--- config.mk ---
export PLATFORM = sky130hd
export DESIGN_NAME = st_agu
export DESIGN_NICKNAME = d
export VERILOG_FILES = /design/src/rtl/st_agu_pkg.sv /design/src/rtl/st_agu_addr.sv /design/src/rtl/st_agu_lane.sv /design/src/rtl/st_agu.sv
export SDC_FILE = /design/constraint.sdc
export NUM_CORES = 1
export LEC_CHECK = 0
export BUFFER_PORTS_ARGS = -buffer_cell sky130_fd_sc_hd__buf_2
export CORE_MARGIN = 2
export CORE_UTILIZATION = 61
export CTS_CLUSTER_DIAMETER = 80
export DETAILED_ROUTE_END_ITERATION = 6
export GPL_TIMING_DRIVEN = 0
export PLACE_DENSITY = 0.87
export RECOVER_POWER = 25
export SYNTH_ARGS = -nofsm -noshare
export SYNTH_HDL_FRONTEND = slang
export SYNTH_SLANG_ARGS = --single-unit
--- constraint.sdc ---
create_clock -name clk -period 7.45 [get_ports clk]
set_input_delay 0.745 -clock clk [delete_from_list [all_inputs] [get_ports clk]]
set_output_delay 0.745 -clock clk [all_outputs]
set_load 0.01 [all_outputs]
--- src/rtl/st_agu_pkg.sv ---
package st_agu_pkg;
    typedef enum logic [1:0] {
        KIND_WORD  = 2'd0,
        KIND_DWORD = 2'd1,
        KIND_BYTE  = 2'd2
    } kind_e;

    typedef enum logic [2:0] {
        MODE_IND     = 3'd0,
        MODE_DISP    = 3'd1,
        MODE_ABS     = 3'd2,
        MODE_POSTINC = 3'd3,
        MODE_POSTDEC = 3'd4,
        MODE_PREDEC  = 3'd5
    } mode_e;
endpackage

--- src/rtl/st_agu_addr.sv ---
module st_agu_addr
    import st_agu_pkg::*;
#(
    parameter int DW     = 16,
    parameter int IDXW   = 4,
    parameter int SP_IDX = 15
) (
    input  logic [1:0]      kind,
    input  logic [2:0]      mode,
    input  logic [IDXW-1:0] base_idx,
    input  logic [DW-1:0]   imm,
    input  logic [DW-1:0]   base_data,
    output logic [DW-1:0]   ea,
    output logic [DW-1:0]   new_base,
    output logic            upd,
    output logic            ill,
    output logic            mis
);
    localparam logic [IDXW-1:0] SP = IDXW'(SP_IDX);

    logic [DW-1:0] step;
    logic [DW-1:0] inc;
    logic [DW-1:0] dec;
    logic          is_sp;

    always_comb begin
        case (kind)
            KIND_BYTE:  step = DW'(1);
            KIND_DWORD: step = DW'(4);
            default:    step = DW'(2);
        endcase
        inc   = base_data + step;
        dec   = base_data - step;
        is_sp = (base_idx == SP);

        ea       = base_data;
        new_base = base_data;
        upd      = 1'b0;
        ill      = 1'b0;
        case (mode)
            MODE_IND:  ;
            MODE_DISP: ea = base_data + imm;
            MODE_ABS:  ea = imm;
            MODE_POSTINC: begin
                upd      = 1'b1;
                new_base = inc;
            end
            MODE_POSTDEC: begin
                upd      = 1'b1;
                new_base = dec;
                ill      = is_sp;
            end
            MODE_PREDEC: begin
                upd      = 1'b1;
                ea       = dec;
                new_base = dec;
                ill      = !is_sp;
            end
            default: ill = 1'b1;
        endcase
        if (kind == 2'd3) ill = 1'b1;
        mis = (kind != KIND_BYTE) && ea[0];
    end
endmodule

--- src/rtl/st_agu_lane.sv ---
module st_agu_lane #(
    parameter int DW = 16
) (
    input  logic             is_byte,
    input  logic [DW-1:0]    addr,
    input  logic [DW-1:0]    data,
    output logic [DW/8-1:0]  be,
    output logic [DW-1:0]    wdata
);
    localparam int NB  = DW / 8;
    localparam int LBW = (NB > 1) ? $clog2(NB) : 1;

    logic [LBW-1:0] lane_sel;
    assign lane_sel = addr[LBW-1:0];

    for (genvar i = 0; i < NB; i++) begin : g_lane
        assign be[i]          = !is_byte || (lane_sel == LBW'(i));
        assign wdata[8*i +: 8] = is_byte ? data[7:0] : data[8*i +: 8];
    end
endmodule

--- src/rtl/st_agu.sv ---
module st_agu
    import st_agu_pkg::*;
#(
    parameter int DW     = 16,
    parameter int IDXW   = 4,
    parameter int SP_IDX = 15
) (
    input  logic              clk,
    input  logic              rst_n,
    input  logic              req_valid,
    input  logic [1:0]        req_kind,
    input  logic [2:0]        req_mode,
    input  logic [IDXW-1:0]   base_idx,
    input  logic [DW-1:0]     imm,
    input  logic [DW-1:0]     base_data,
    input  logic [DW-1:0]     src_data,
    input  logic [DW-1:0]     src_hi_data,
    output logic              busy,
    output logic              mem_we,
    output logic [DW-1:0]     mem_addr,
    output logic [DW/8-1:0]   mem_be,
    output logic [DW-1:0]     mem_wdata,
    output logic              rf_we,
    output logic [IDXW-1:0]   rf_idx,
    output logic [DW-1:0]     rf_wdata,
    output logic              exc_bus,
    output logic              exc_ill,
    output logic              pc_adv
);
    localparam int NB = DW / 8;

    typedef struct packed {
        logic            busy;
        logic            we;
        logic [DW-1:0]   addr;
        logic [NB-1:0]   be;
        logic [DW-1:0]   wdata;
        logic            rf_we;
        logic [IDXW-1:0] rf_idx;
        logic [DW-1:0]   rf_wdata;
        logic            exc_bus;
        logic            exc_ill;
        logic            done;
        logic [DW-1:0]   hi_addr;
        logic [DW-1:0]   hi_data;
    } st_t;

    st_t s_d, s_q;

    logic [DW-1:0] ea, new_base;
    logic          upd, ill, mis;
    logic [NB-1:0] lane_be;
    logic [DW-1:0] lane_wd;

    st_agu_addr #(.DW(DW), .IDXW(IDXW), .SP_IDX(SP_IDX)) u_addr (
        .kind      (req_kind),
        .mode      (req_mode),
        .base_idx  (base_idx),
        .imm       (imm),
        .base_data (base_data),
        .ea        (ea),
        .new_base  (new_base),
        .upd       (upd),
        .ill       (ill),
        .mis       (mis)
    );

    st_agu_lane #(.DW(DW)) u_lane (
        .is_byte (req_kind == KIND_BYTE),
        .addr    (ea),
        .data    (src_data),
        .be      (lane_be),
        .wdata   (lane_wd)
    );

    always_comb begin
        s_d          = s_q;
        s_d.busy     = 1'b0;
        s_d.we       = 1'b0;
        s_d.rf_we    = 1'b0;
        s_d.exc_bus  = 1'b0;
        s_d.exc_ill  = 1'b0;
        s_d.done     = 1'b0;
        if (s_q.busy) begin
            s_d.we    = 1'b1;
            s_d.addr  = s_q.hi_addr;
            s_d.wdata = s_q.hi_data;
            s_d.be    = '1;
            s_d.done  = 1'b1;
        end else if (req_valid) begin
            if (ill) begin
                s_d.exc_ill = 1'b1;
            end else if (mis) begin
                s_d.exc_bus = 1'b1;
            end else begin
                s_d.we       = 1'b1;
                s_d.addr     = ea;
                s_d.be       = lane_be;
                s_d.wdata    = lane_wd;
                s_d.rf_we    = upd;
                s_d.rf_idx   = base_idx;
                s_d.rf_wdata = new_base;
                if (req_kind == KIND_DWORD) begin
                    s_d.busy    = 1'b1;
                    s_d.hi_addr = ea + DW'(2);
                    s_d.hi_data = src_hi_data;
                end else begin
                    s_d.done = 1'b1;
                end
            end
        end
    end

    always_ff @(posedge clk) begin
        if (!rst_n) s_q <= '0;
        else        s_q <= s_d;
    end

    assign busy      = s_q.busy;
    assign mem_we    = s_q.we;
    assign mem_addr  = s_q.we ? s_q.addr : '0;
    assign mem_be    = s_q.we ? s_q.be : '0;
    assign mem_wdata = s_q.we ? s_q.wdata : '0;
    assign rf_we     = s_q.rf_we;
    assign rf_idx    = s_q.rf_we ? s_q.rf_idx : '0;
    assign rf_wdata  = s_q.rf_we ? s_q.rf_wdata : '0;
    assign exc_bus   = s_q.exc_bus;
    assign exc_ill   = s_q.exc_ill;
    assign pc_adv    = s_q.done;
endmodule

Word-level counts from Yosys, hierarchy flattened
Cells that the tools add are included.
Storage, ports and cells
  flip-flop bits (word level): 92
  bits in writable memories: 0
  memories kept: 0
  output and inout port bits: 60
  input port bits: 76
  word-level logic and storage cells: 75
  bits in latches: 0
  bits in read-only memories: 0
Cells by class
  eq/ne operators: 12
  mux-type cells: 24
  shift-type cells: 0
  $add $sub $neg: 4
  bitwise logic cells: 6
  $lt $le $gt $ge: 0
  reduce and logical (&&, ||, !) cells: 16
  multipliers: 0
  divide/modulo/power cells: 0
Operators by type and width (number)
  $mux 91: 1
  $mux 33: 2
  $mux 57: 1
  $mux 56: 1
  $mux 16: 3
  $pmux 16 s3: 1
  $mux 35: 1
  $mux 32: 1
  $pmux 16 s2: 1
  $add 16x16->16: 1
  $add 16x2->16 const B: 1
  $add 16x3->16: 1
  $sub 16x3->16: 1
  $mux 8: 1
  $reduce_or 4->1: 2
  $mux 1: 7
  $eq 3x2->1 const B: 2
  $eq 3x3->1 const B: 2
  $ne 2x2->1 const B: 3
  $not 1->1: 6
  $pmux 3 s2: 1
  $reduce_or 3->1: 2
  $reduce_and 5->1: 1
  $reduce_or 5->1: 1
  other kinds (15): 18

Longest topological paths before layout
Gate-level depths: netlist (run 1).
  word-level depth: 10
  depth in mapped cells: 16
  gate-level depth less buffers: 15

By module
A second synthesis (run 1) with hierarchy kept.
Unflattened totals
  cells, all modules: 883
  area, all modules: 6814.0 um2
By module, submodules not included
  st_agu: instances 1, area each 4315.4 um2, cells an instance 511, seq. area each 1841.8 um2
  st_agu_addr: instances 1, area each 2297.2 um2, cells an instance 353, seq. area each 0.0 um2
  st_agu_lane: instances 1, area each 201.4 um2, cells an instance 19, seq. area each 0.0 um2

Worst setup path before layout (run 1)
Ideal clock, no wire load.
  path type: input-to-reg
  from: in req_kind[0]
  to: reg s_q[31] (netlist name)
  setup slack: 3625 ps
  cell stages on the path: 13
  arrival: 3751 ps
  buffers on the path: 0
  data required time: 7376 ps
  path through: inv_1 -> ha_1 -> ha_1 -> fa_1 -> o221a_2 -> o32ai_1 -> ha_1 -> inv_1 -> a2111oi_2 -> nand4_1 -> or4_4 -> a211o_1 -> a31oi_1
On the way
  word-level cells in the longest chain between the ends: 7
  elaborated cells between the ends (all ways): 13
  classes of those cells: 2 x add/sub; 4 x eq/ne; 3 x mux; 2 x bitwise; 2 x reduce/logical
Ends and longest elaborated chain
  start: declaration: RTL line st_agu.sv:11  | input logic [1:0] req_kind,
  branches (longest 7 deep; another with $sub 16x3->16)
  end signal: assignment: RTL line st_agu.sv:115  | if (!rst_n) s_q <= '0;
  end signal: assignment: RTL line st_agu.sv:116  | else s_q <= s_d;
  end: declaration: RTL line st_agu.sv:48  | st_t s_d, s_q;
Parallel ways; which one is timed is not known.
A chain may end at the register's enable or synchronous reset.

Worst setup path after layout (run 1)
  from: in req_mode[2]
  to: reg s_q[16] (netlist name)
On the way
  elaborated cells between the ends (all ways): 15
  classes of those cells: 1 x add/sub; 5 x eq/ne; 3 x mux; 2 x bitwise; 4 x reduce/logical
RTL lines
  start: declaration: RTL line st_agu.sv:12  | input logic [2:0] req_mode,
  $eq 3x3->1, or another cell as far along: RTL line st_agu_addr.sv:40  | case (mode)
  $pmux 16 s3 (*): RTL line st_agu_addr.sv:40
  via ea[0]: RTL line st_agu.sv:50  | logic [DW-1:0] ea, new_base;
  $logic_and 1x1->1 (*): RTL line st_agu_addr.sv:62  | mis = (kind != KIND_BYTE) && ea[0];
  via mis: RTL line st_agu.sv:51  | logic upd, ill, mis;
  $not 1->1 (no source line) (*)
  $reduce_and 5->1 (no source line) (*)
The timed path passes the listed nets; every way through them passes the cells marked *.

==> results of run 1 <==
[synthesized netlist by cell type, types with 15 or more instances]
library cell	number	area, sq um
nand4_1	15	93.8
dfxtp_1	92	1840
o21ai_0	56	280
a211oi_1	17	128
mux2i_1	30	300
nor2_1	47	176
and2_1	84	526
a21oi_1	35	175
nand2_1	125	469
a21boi_0	37	278
inv_1	22	82.6
ha_1	30	375
nor2b_1	22	138
clkbuf_1	46	173
nand3_1	19	95.1
[kinds of logic (layout without fill, tap and decap cells)]
kind of cell | count (synthesis) | after routing | share of synthesized area [%]
xor gates and xnor gates | 27 | 27 | 3.47
DFF | 92 | 92 | 27.0
and+or+nand+nor | 370 | 370 | 28.2
muxes | 30 | 30 | 4.41
buffers and inverters | 86 | 235 | 5.11
AOI/OAI and AO/OA | 248 | 248 | 25.4
adders and majority gates | 33 | 33 | 6.39
[flip-flops by register name, summed over array words and instances, names as in the netlist]
signal and flops:
rf_we 1, s_q 86, mem_we 1, pc_adv 1
exc_bus 1, exc_ill 1, busy 1
[report_power, final]
part	switching (uW)	leakage, uW	total (uW)	internal, uW
Combinational	200	0.00232	326	126
Sequential	11.7	0.000748	527	515
Clock	176	0.000102	365	189
[stage by stage]
step           cells  hold WS, ps  instance area, sq um  utilization [%]  setup slack (ps)
5_1_grt         1175          469                  7840             72.0              2750
2_1_floorplan    886          431                  6810                -              3630
3_3_place_gp    1159          442                  7650             70.3              2950
3_5_place_dp    1159          450                  7650             70.3              2880
4_1_cts         1175          464                  7870             72.2              3240
6_report        1175          464                  7840             72.0              3080
[worst max-delay path by stage]
stage	endpoint	slack, ps	depth (start not counted)
6_report	s_q[16]	3080	15
5_1_grt	s_q[20]	2750	15
4_1_cts	s_q[16]	3240	15
3_5_place_dp	s_q[31]	2880	14
3_3_place_gp	s_q[20]	2950	15
2_1_floorplan	s_q[31]	3630	13
[layout make-up]
class                           count  area [sq um]
Clock buffer                       10           128
Multi-Input combinational cell    708          4620
Buffer                             63           262
Clock inverter                      6          88.8
Inverter                           23          86.3
Fill cell                         944          3050
Timing Repair Buffer              133           636
Tap cell                          140           175
Sequential cell                    92          1840
[routing by layer]
metal	routed length [um]	vias to the layer above
met5	0	-
met4	594	0
met3	1950	45
met2	9060	401
met1	9120	3357
li1	-	3455
[worst max-delay path, stage by stage]
cell	delay, ps
buf_2	120
clkbuf_1	340
clkbuf_1	400
clkbuf_1	460
nor2_1	100
a21oi_1	130
a31oi_1	150
ha_1	320
inv_1	90
and4_1	210
nand2_1	90
nor2_1	680
clkbuf_1	500
nand2_1	110
a21boi_0	200
==> out/results.txt, run 1 <==
Core area: 0.0109 sq mm
Worst hold path startpoint: s_q[30]
P_leak: 0.00317 uW
Routability cong.: 1.06
Final Hold Viols: 0
Met1 GRT Util: 48.0%
Most common flop cell mapped by yosys: dfxtp_1
Routed WL: 20.7 mm
Hold Buf Count CTS: 0
Commonest non-fill, non-tap cell in the layout: nand2_1
Vias: 7258
Worst R2R Start: busy
Final Skew: 15.2 ps
Tmin final: 4370 ps
DRC viols: 0
CTS resizes: 0
Synth unique cells: 73
FF-to-FF path depth: 7
First-pass GRT wire length: 32.2 mm
PwrDens: 155 mW/mm^2
CTS Buffer Depth: 2
Worst reg-to-reg setup slack: 4960 ps
Largest net degree at the start of global routing: 16
Async set-reset flop share out of synthesis: 0%
Slew margin rel.: 30.1%
Row Count: 38
DR WL/cell: 17.6 um
FF+latch count, synth: 92
Critical path arrival: 4650 ps
Port Buf Inserts: 133
Hold endpoint: s_q[88]
Die height: 110 um
H-tree depth: 3
Layout cell share with drive strength beyond 1: 14.8%
YS warnings: 0
GRT Total Usage: 34.6%
Die X: 110 um
Synthesized instance count: 886
CTS root buffer: clkbuf_8
Number of DRC markers in iteration 0: 836
Clock latency on the worst-skew pair: 370 ps
Hold Path Depth: 2
Gr busiest metal: met2
Setup TNS: 0 ps
Met2 GRT Util: 54.4%
Die ar.: 0.0120 sq mm
Met3 GRT Util: 6.70%
Worst R2R End: s_q[16]
Max VDD drop: 0.161 mV
Most frequent cells in the layout: nand2_1 (125), buf_2 (120), dfxtp_1 (92)
GR Overflow Total: 0
RSZ-0062 raised after global routing: false
Final period util: 58.6%
TritonCTS buffer count: 9
Via/cell ratio: 6.18
Avg Inst Size Synth: 7.69 sq um
Maximum fanout along the worst path: 10
Nets: 1139
Clk sinks: 92
N_diodes: 0
DR pass1 iterations: 6
HPWL Detailed: 16.1 mm
Worst Path Required: 7730 ps
Post-synth EDFFs: 0
Crit path launch: req_mode[2]
Register area share after synthesis: 27.0%
Initial Utilization: 62.5%
Worst slew pin tran: 1050 ps
CTS tree: yes
Slew Viols, Final: 0
Syn_nets: 995
Setup bufs post-CTS: 0
Vias in the first global route: 6347
Max-cap violations: 0
Critical path class: input port to register
Type of origin of the critical path: input port
Outcome: finished, final reports clean
Synthesized cell area: 0.00681 sq mm
Total power: 1220 uW
I/O pin count: 136
Setup Viol. Count Final: 0
Worst-path clk slew: 80 ps
P&R area growth vs syn: 15.1%
Antenna violations before repair: 0
Crit path capture type: register
Antenna Nets Post-Route: 0
Fmax: 0.229 GHz
Tightest Hold Check Type: register to register
Note: power is estimated with default switching activity, not from simulation.
==> inputs of run 2 (changes only) <==
- CORE_UTILIZATION: 61 -> 56
- PLACE_DENSITY: 0.87 -> 0.81
- clock period: 7.45 -> 4.2 ns (I/O delays scaled with it)
==> out/results.txt, run 2 (synthesis results as in run 1) <==
Worst slew pin tran: 1030 ps (-19.7 ps)
Via/cell ratio: 6.08 (-1.6%)
Outcome: finished, final reports clean
Die X: 114 um (+4.2%)
PwrDens: 288 mW/mm^2 (+85%)
Core area: 0.0120 sq mm (+9.9%)
Worst R2R End: s_q[19]
Worst-path clk slew: 70 ps (about the same)
Worst Path Required: 4470 ps (-3260 ps)
Final Skew: 6.57 ps (-8.66 ps)
Die ar.: 0.0131 sq mm (+8.6%)
DR pass1 iterations: 5 (-1)
Number of DRC markers in iteration 0: 682 (-18%)
Routability cong.: 1.01 (-5.2%)
Setup TNS: 0 ps (unchanged)
Fmax: 0.253 GHz
Max VDD drop: 0.275 mV (+71%)
Post-Place Cells: 1166 (+0.60%)
Routed WL: 20.8 mm (+0.27%)
DRC viols: 0 (unchanged)
P_leak: 0.00320 uW (+0.94%)
Max-cap violations: 0 (unchanged)
Clk sinks: 92 (unchanged)
Filler cells: 1075 (+14%)
RSZ-0062 raised after global routing: false
Hold Path Depth: 3 (+1)
Antenna Nets Post-Route: 0 (unchanged)
Commonest non-fill, non-tap cell in the layout: nand2_1
I/O pin count: 136 (unchanged)
Most flops, register: s_q
Worst hold path startpoint: src_hi_data[11]
P&R area growth vs syn: 16.2%
First-pass GRT wire length: 32.2 mm (about the same)
Hold endpoint: s_q[11]
Crit path capture type: register
CTS root buffer: clkbuf_16
Tmin final: 3950 ps
DR WL/cell: 17.6 um (-0.24%)
Worst reg-to-reg setup slack: 1980 ps (-2980 ps)
Row Count: 40 (+5.3%)
Vias in the first global route: 6210 (-2.2%)
HPWL Detailed: 15.9 mm (-1.2%)
Crit-path most repeated cell: ha_1
Critical path class: input port to register
Critical path arrival: 4220 ps (-430 ps)
Layout cell share with drive strength beyond 1: 14.9% (+0.11 points)
Final period util: 94.0%
Vias: 7179 (-1.1%)
Port Buf Inserts: 133 (unchanged)
CP Cell Sequence: buf_2 -> inv_1 -> ha_1 -> ha_1 -> fa_1 -> o221a_2 -> o32ai_1 -> ha_1 -> inv_1 -> a2111oi_2 -> nand4_1 -> or4_4 -> a211o_1 -> a31oi_1
CP bufs+invs: 3 (-3)
Die height: 114 um (+4.2%)
Area after DPL: 0.00766 sq mm (+0.11%)
Layout Cells excl Fill: 1181 (+0.51%)
FF-to-FF path depth: 7 (unchanged)
Fin area: 0.00791 sq mm (+0.93%)
Max FFs per register: 86 (unchanged)
GRT Total Usage: 31.4% (-3.2 points)
Final Hold Viols: 0 (unchanged)
Initial Utilization: 56.9% (-5.6 points)
Most frequent cells in the layout: nand2_1 (125), buf_2 (118), dfxtp_1 (92)
Nets: 1139 (unchanged)
Max stage delay on crit path: 510 ps (-170 ps)
Slew Viols, Final: 0 (unchanged)
Slew margin rel.: 31.4% (+1.3 points)
N_diodes: 0 (unchanged)
GR Overflow Total: 0 (unchanged)
Worst R2R Start: busy
Maximum fanout along the worst path: 5 (-5)
Clock latency on the worst-skew pair: 350 ps (-20 ps)
Slowest cell on crit path: o32ai_1
TritonCTS buffer count: 9 (unchanged)
H-tree depth: 3 (unchanged)
CTS tree: yes
Hold Buf Count CTS: 0 (unchanged)
CTS Buffer Depth: 2 (unchanged)
Largest net degree at the start of global routing: 15 (-1)
Antenna violations before repair: 0 (unchanged)
Tightest Hold Check Type: input port to register
Delay-heaviest family, CP: compound AO/OA/AOI/OAI gates
Type of origin of the critical path: input port
Setup Viol. Count Final: 0 (unchanged)
[run 2: cell types whose count changed in the layout (fill, tap and decap cells not counted), moves of 2 or more]
cell       before  now
buf_2         120  118
and2_1         70   72
bufinv_16       2    0
clkbuf_16       0    9
and2_0         14   12
clkbuf_8        9    2
clkbuf_2        0    2
[run 2: worst register-to-register path: cells and delay by family (launching register included)]
kind | cells | cell delay (ps)
and+or+nand+nor | 3 | 720
buffers and inverters | 3 | 940
DFF | 1 | 310
AOI/OAI and AO/OA | 1 | 150
[run 2: what timing repair did]
action,in CTS,in global routing
buffers inserted,0,0
gates resized for setup,0,5
endpoints found under the setup margin,0,7
[run 2: layout make-up]
cell class	count	area, sq um	area share, %
inverter	23	86.3	1.09
clock buffer	11	253	3.20
tap	147	184	2.33
timing repair buffer	133	633	8.01
buffer	63	264	3.34
clock inverter	4	25.0	0.316
sequential	92	1840	23.3
multi-input combinational	708	4620	58.4
[run 2: where the power goes]
part	total, uW	switching [uW]	internal (uW)
combinational	574	352	223
clock	768	340	428
sequential	935	20.6	914
[run 2: metal layers]
| metal | wire length (um) | GRT usage, % |
|---|---|---|
| met1 | 9520 | 44.3 |
| met2 | 9160 | 48.4 |
| met3 | 1570 | 6.46 |
| met4 | 537 | 9.43 |
| met5 | 0 | 0 |
[run 2: through the flow]
step	setup WS (ps)	util, %	power [uW]	hold slack, ps
2_1_floorplan	700	-	1340	431
3_3_place_gp	5.99	64.0	1500	445
3_5_place_dp	-43.6	64.0	1510	449
4_1_cts	292	66.3	2270	308
5_1_grt	63.0	66.1	2370	322
6_report	252	66.1	2280	311
[run 2: how the worst max path moves through the flow]
stage | start | to | slack (ps) | cells past startpoint
finish | req_kind[0] | s_q[31] | 250 | 14
detailed placement | req_mode[2] | s_q[19] | -40 | 15
global placement | req_mode[2] | s_q[19] | 6 | 15
CTS | req_kind[0] | s_q[31] | 290 | 14
global route | req_mode[2] | s_q[22] | 60 | 16
floorplan | req_kind[0] | s_q[31] | 700 | 13
==> inputs of run 3 (changes only) <==
--- a/config.mk
+++ b/config.mk
@@ -14,4 +14,5 @@
 export PLACE_DENSITY = 0.81
 export RECOVER_POWER = 25
+export SLEW_MARGIN = 25
 export SYNTH_ARGS = -nofsm -noshare
 export SYNTH_HDL_FRONTEND = slang
==> constraint.sdc (replaced) <==
create_clock -name clk -period 4.2 [get_ports clk]
set_input_delay 0.42 -clock clk [delete_from_list [all_inputs] [get_ports clk]]
set_output_delay 0.42 -clock clk [all_outputs]
set_load 0.02 [all_outputs]
==> out/results.txt, run 3 (synthesis results as in run 1) <==
Outcome: finished, final reports clean
Worst Path Required: 4470 ps (about the same)
Slew Viols, Final: 0 (unchanged)
Sequential Power Share: 40.9% (-0.2 points)
Antenna violations before repair: 0 (unchanged)
Max FFs per register: 86 (unchanged)
Commonest non-fill, non-tap cell in the layout: nand2_1
CTS tree: yes
Met3 WL: 1.60 mm (+1.7%)
Initial Utilization: 56.9% (unchanged)
P_leak: 0.00319 uW (-0.11%)
GR Overflow Total: 0 (unchanged)
Final worst slack: 235 ps (-16.9 ps)
Max Used Layer: met4
Crit path capture type: register
Largest net degree at the start of global routing: 15 (unchanged)
Nets: 1139 (unchanged)
Routability cong.: 1.01 (unchanged)
P&R area growth vs syn: 16.1% (about the same)
Comb power frac: 25.4% (+0.2 points)
Final Hold Viols: 0 (unchanged)
Vias in the first global route: 6210 (unchanged)
Most flops, register: s_q
Maximum fanout along the worst path: 5 (unchanged)
Slew margin rel.: 31.5% (+0.081 points)
Fin area: 0.00791 sq mm (about the same)
Clock Power Share: 33.7% (about the same)
Die height: 114 um (unchanged)
Type of origin of the critical path: input port
Tightest Hold Check Type: input port to register
Total power: 2290 uW (+0.33%)
DR WL/cell: 17.6 um (+0.20%)
Worst-path clk slew: 70 ps (about the same)
Pre-CTS setup slack: -43.6 ps (unchanged)
Worst slew pin tran: 1020 ps (-1.21 ps)
Fmax: 0.252 GHz (-0.43%)
N_diodes: 0 (unchanged)
Vias: 7194 (+0.21%)
Switching Fraction: 31.5% (+0.23 points)
Die X: 114 um (unchanged)
Switching power: 720 uW (+1.1%)
Max-cap violations: 0 (unchanged)
Row Count: 40 (unchanged)
WL met2: 9.17 mm (+0.16%)
TritonCTS buffer count: 9 (unchanged)
Layout Cells excl Fill: 1181 (unchanged)
Layout cell share with drive strength beyond 1: 14.8% (-0.097 points)
I/O pin count: 136 (unchanged)
Worst hold slack: 309 ps (-2.13 ps)
PwrDens: 289 mW/mm^2 (+0.35%)
Hold Buf Count CTS: 0 (unchanged)
Area after DPL: 0.00766 sq mm (unchanged)
CTS Buffer Depth: 2 (unchanged)
CTS root buffer: clkbuf_16
GRT Total Usage: 31.4% (unchanged)
Internal cell power: 1570 uW (about the same)
Max VDD drop: 0.275 mV (about the same)
DR pass1 iterations: 5 (unchanged)
First-pass GRT wire length: 32.2 mm (unchanged)
Routed WL: 20.8 mm (+0.20%)
Clk sinks: 92 (unchanged)
Final Skew: 6.42 ps (-0.145 ps)
Post-Place Cells: 1166 (unchanged)
Tmin final: 3970 ps (+16.9 ps)
Critical path class: input port to register
Setup bufs post-CTS: 0 (unchanged)
Die ar.: 0.0131 sq mm (unchanged)
Via/cell ratio: 6.09 (+0.21%)
Port Buf Inserts: 133 (unchanged)
Setup Viol. Count Final: 0 (unchanged)
DRC viols: 0 (unchanged)
Met1 wire length: 9.52 mm (about the same)
HPWL Detailed: 15.9 mm (unchanged)
Antenna Nets Post-Route: 0 (unchanged)
Most frequent cells in the layout: nand2_1 (125), buf_2 (117), dfxtp_1 (92)
RSZ-0062 raised after global routing: false
H-tree depth: 3 (unchanged)
Final period util: 94.4% (+0.40 points)
Critical path arrival: 4240 ps (+20 ps)
Number of DRC markers in iteration 0: 682 (unchanged)
Clock latency on the worst-skew pair: 360 ps (about the same)
Core area: 0.0120 sq mm (unchanged)
run 3: power by group through the flow:
| stage | sequential (uW) | clock, uW | combinational (uW) |
|---|---|---|---|
| after global routing | 939 | 801 | 634 |
| after global placement | 952 | 0 | 554 |
| after floorplan | 949 | 0 | 392 |
| after CTS | 934 | 770 | 567 |
| final | 935 | 770 | 580 |
| after detailed placement | 954 | 0 | 562 |
run 3: repair_timing:
| item | CTS | global route |
|---|---|---|
| setup endpoints to repair | 0 | 7 |
| hold endpoints to repair | 0 | 0 |
| resized for setup | 0 | 5 |
run 3: critical path, cell delays in order:
cell       delay (ps)
buf_2             100
inv_1              60
ha_1              240
ha_1              220
fa_1              480
o221a_2           260
o32ai_1           510
ha_1              320
inv_1              60
a2111oi_2         400
nand4_1           230
or4_4             480
a211o_1           250
a31oi_1           190
run 3: final timing paths:
check	slack, ps	cells after the start	start	to
hold reg to reg	460	2	s_q[24]	s_q[24]
hold / removal	310	3	src_hi_data[11]	s_q[11]
setup reg to reg	1960	7	busy	s_q[19]
setup / recovery	230	14	req_kind[0]	s_q[31]
run 3: per-layer routing:
| layer | global-route usage, % | up-vias |
|---|---|---|
| li1 | - | 3456 |
| met1 | 44.3 | 3367 |
| met2 | 48.4 | 332 |
| met3 | 6.46 | 39 |
| met4 | 9.43 | 0 |
| met5 | 0 | - |
run 3: through the flow:
| step | utilization [%] | setup TNS [ps] |
|---|---|---|
| 2_1_floorplan | - | 0 |
| 3_3_place_gp | 64.0 | 0 |
| 3_5_place_dp | 64.0 | -190 |
| 4_1_cts | 66.3 | 0 |
| 5_1_grt | 66.1 | 0 |
| 6_report | 66.1 | 0 |
run 3: cell type report:
class | instances | area, sq um
multi-input cells | 708 | 4620
fillers | 1076 | 4050
flip-flops and latches | 92 | 1840
repair buffers | 133 | 632
plain buffers | 63 | 264
clock buffers | 11 | 253
well taps | 147 | 184
inverters | 23 | 86.3
clock inverters | 4 | 25.0
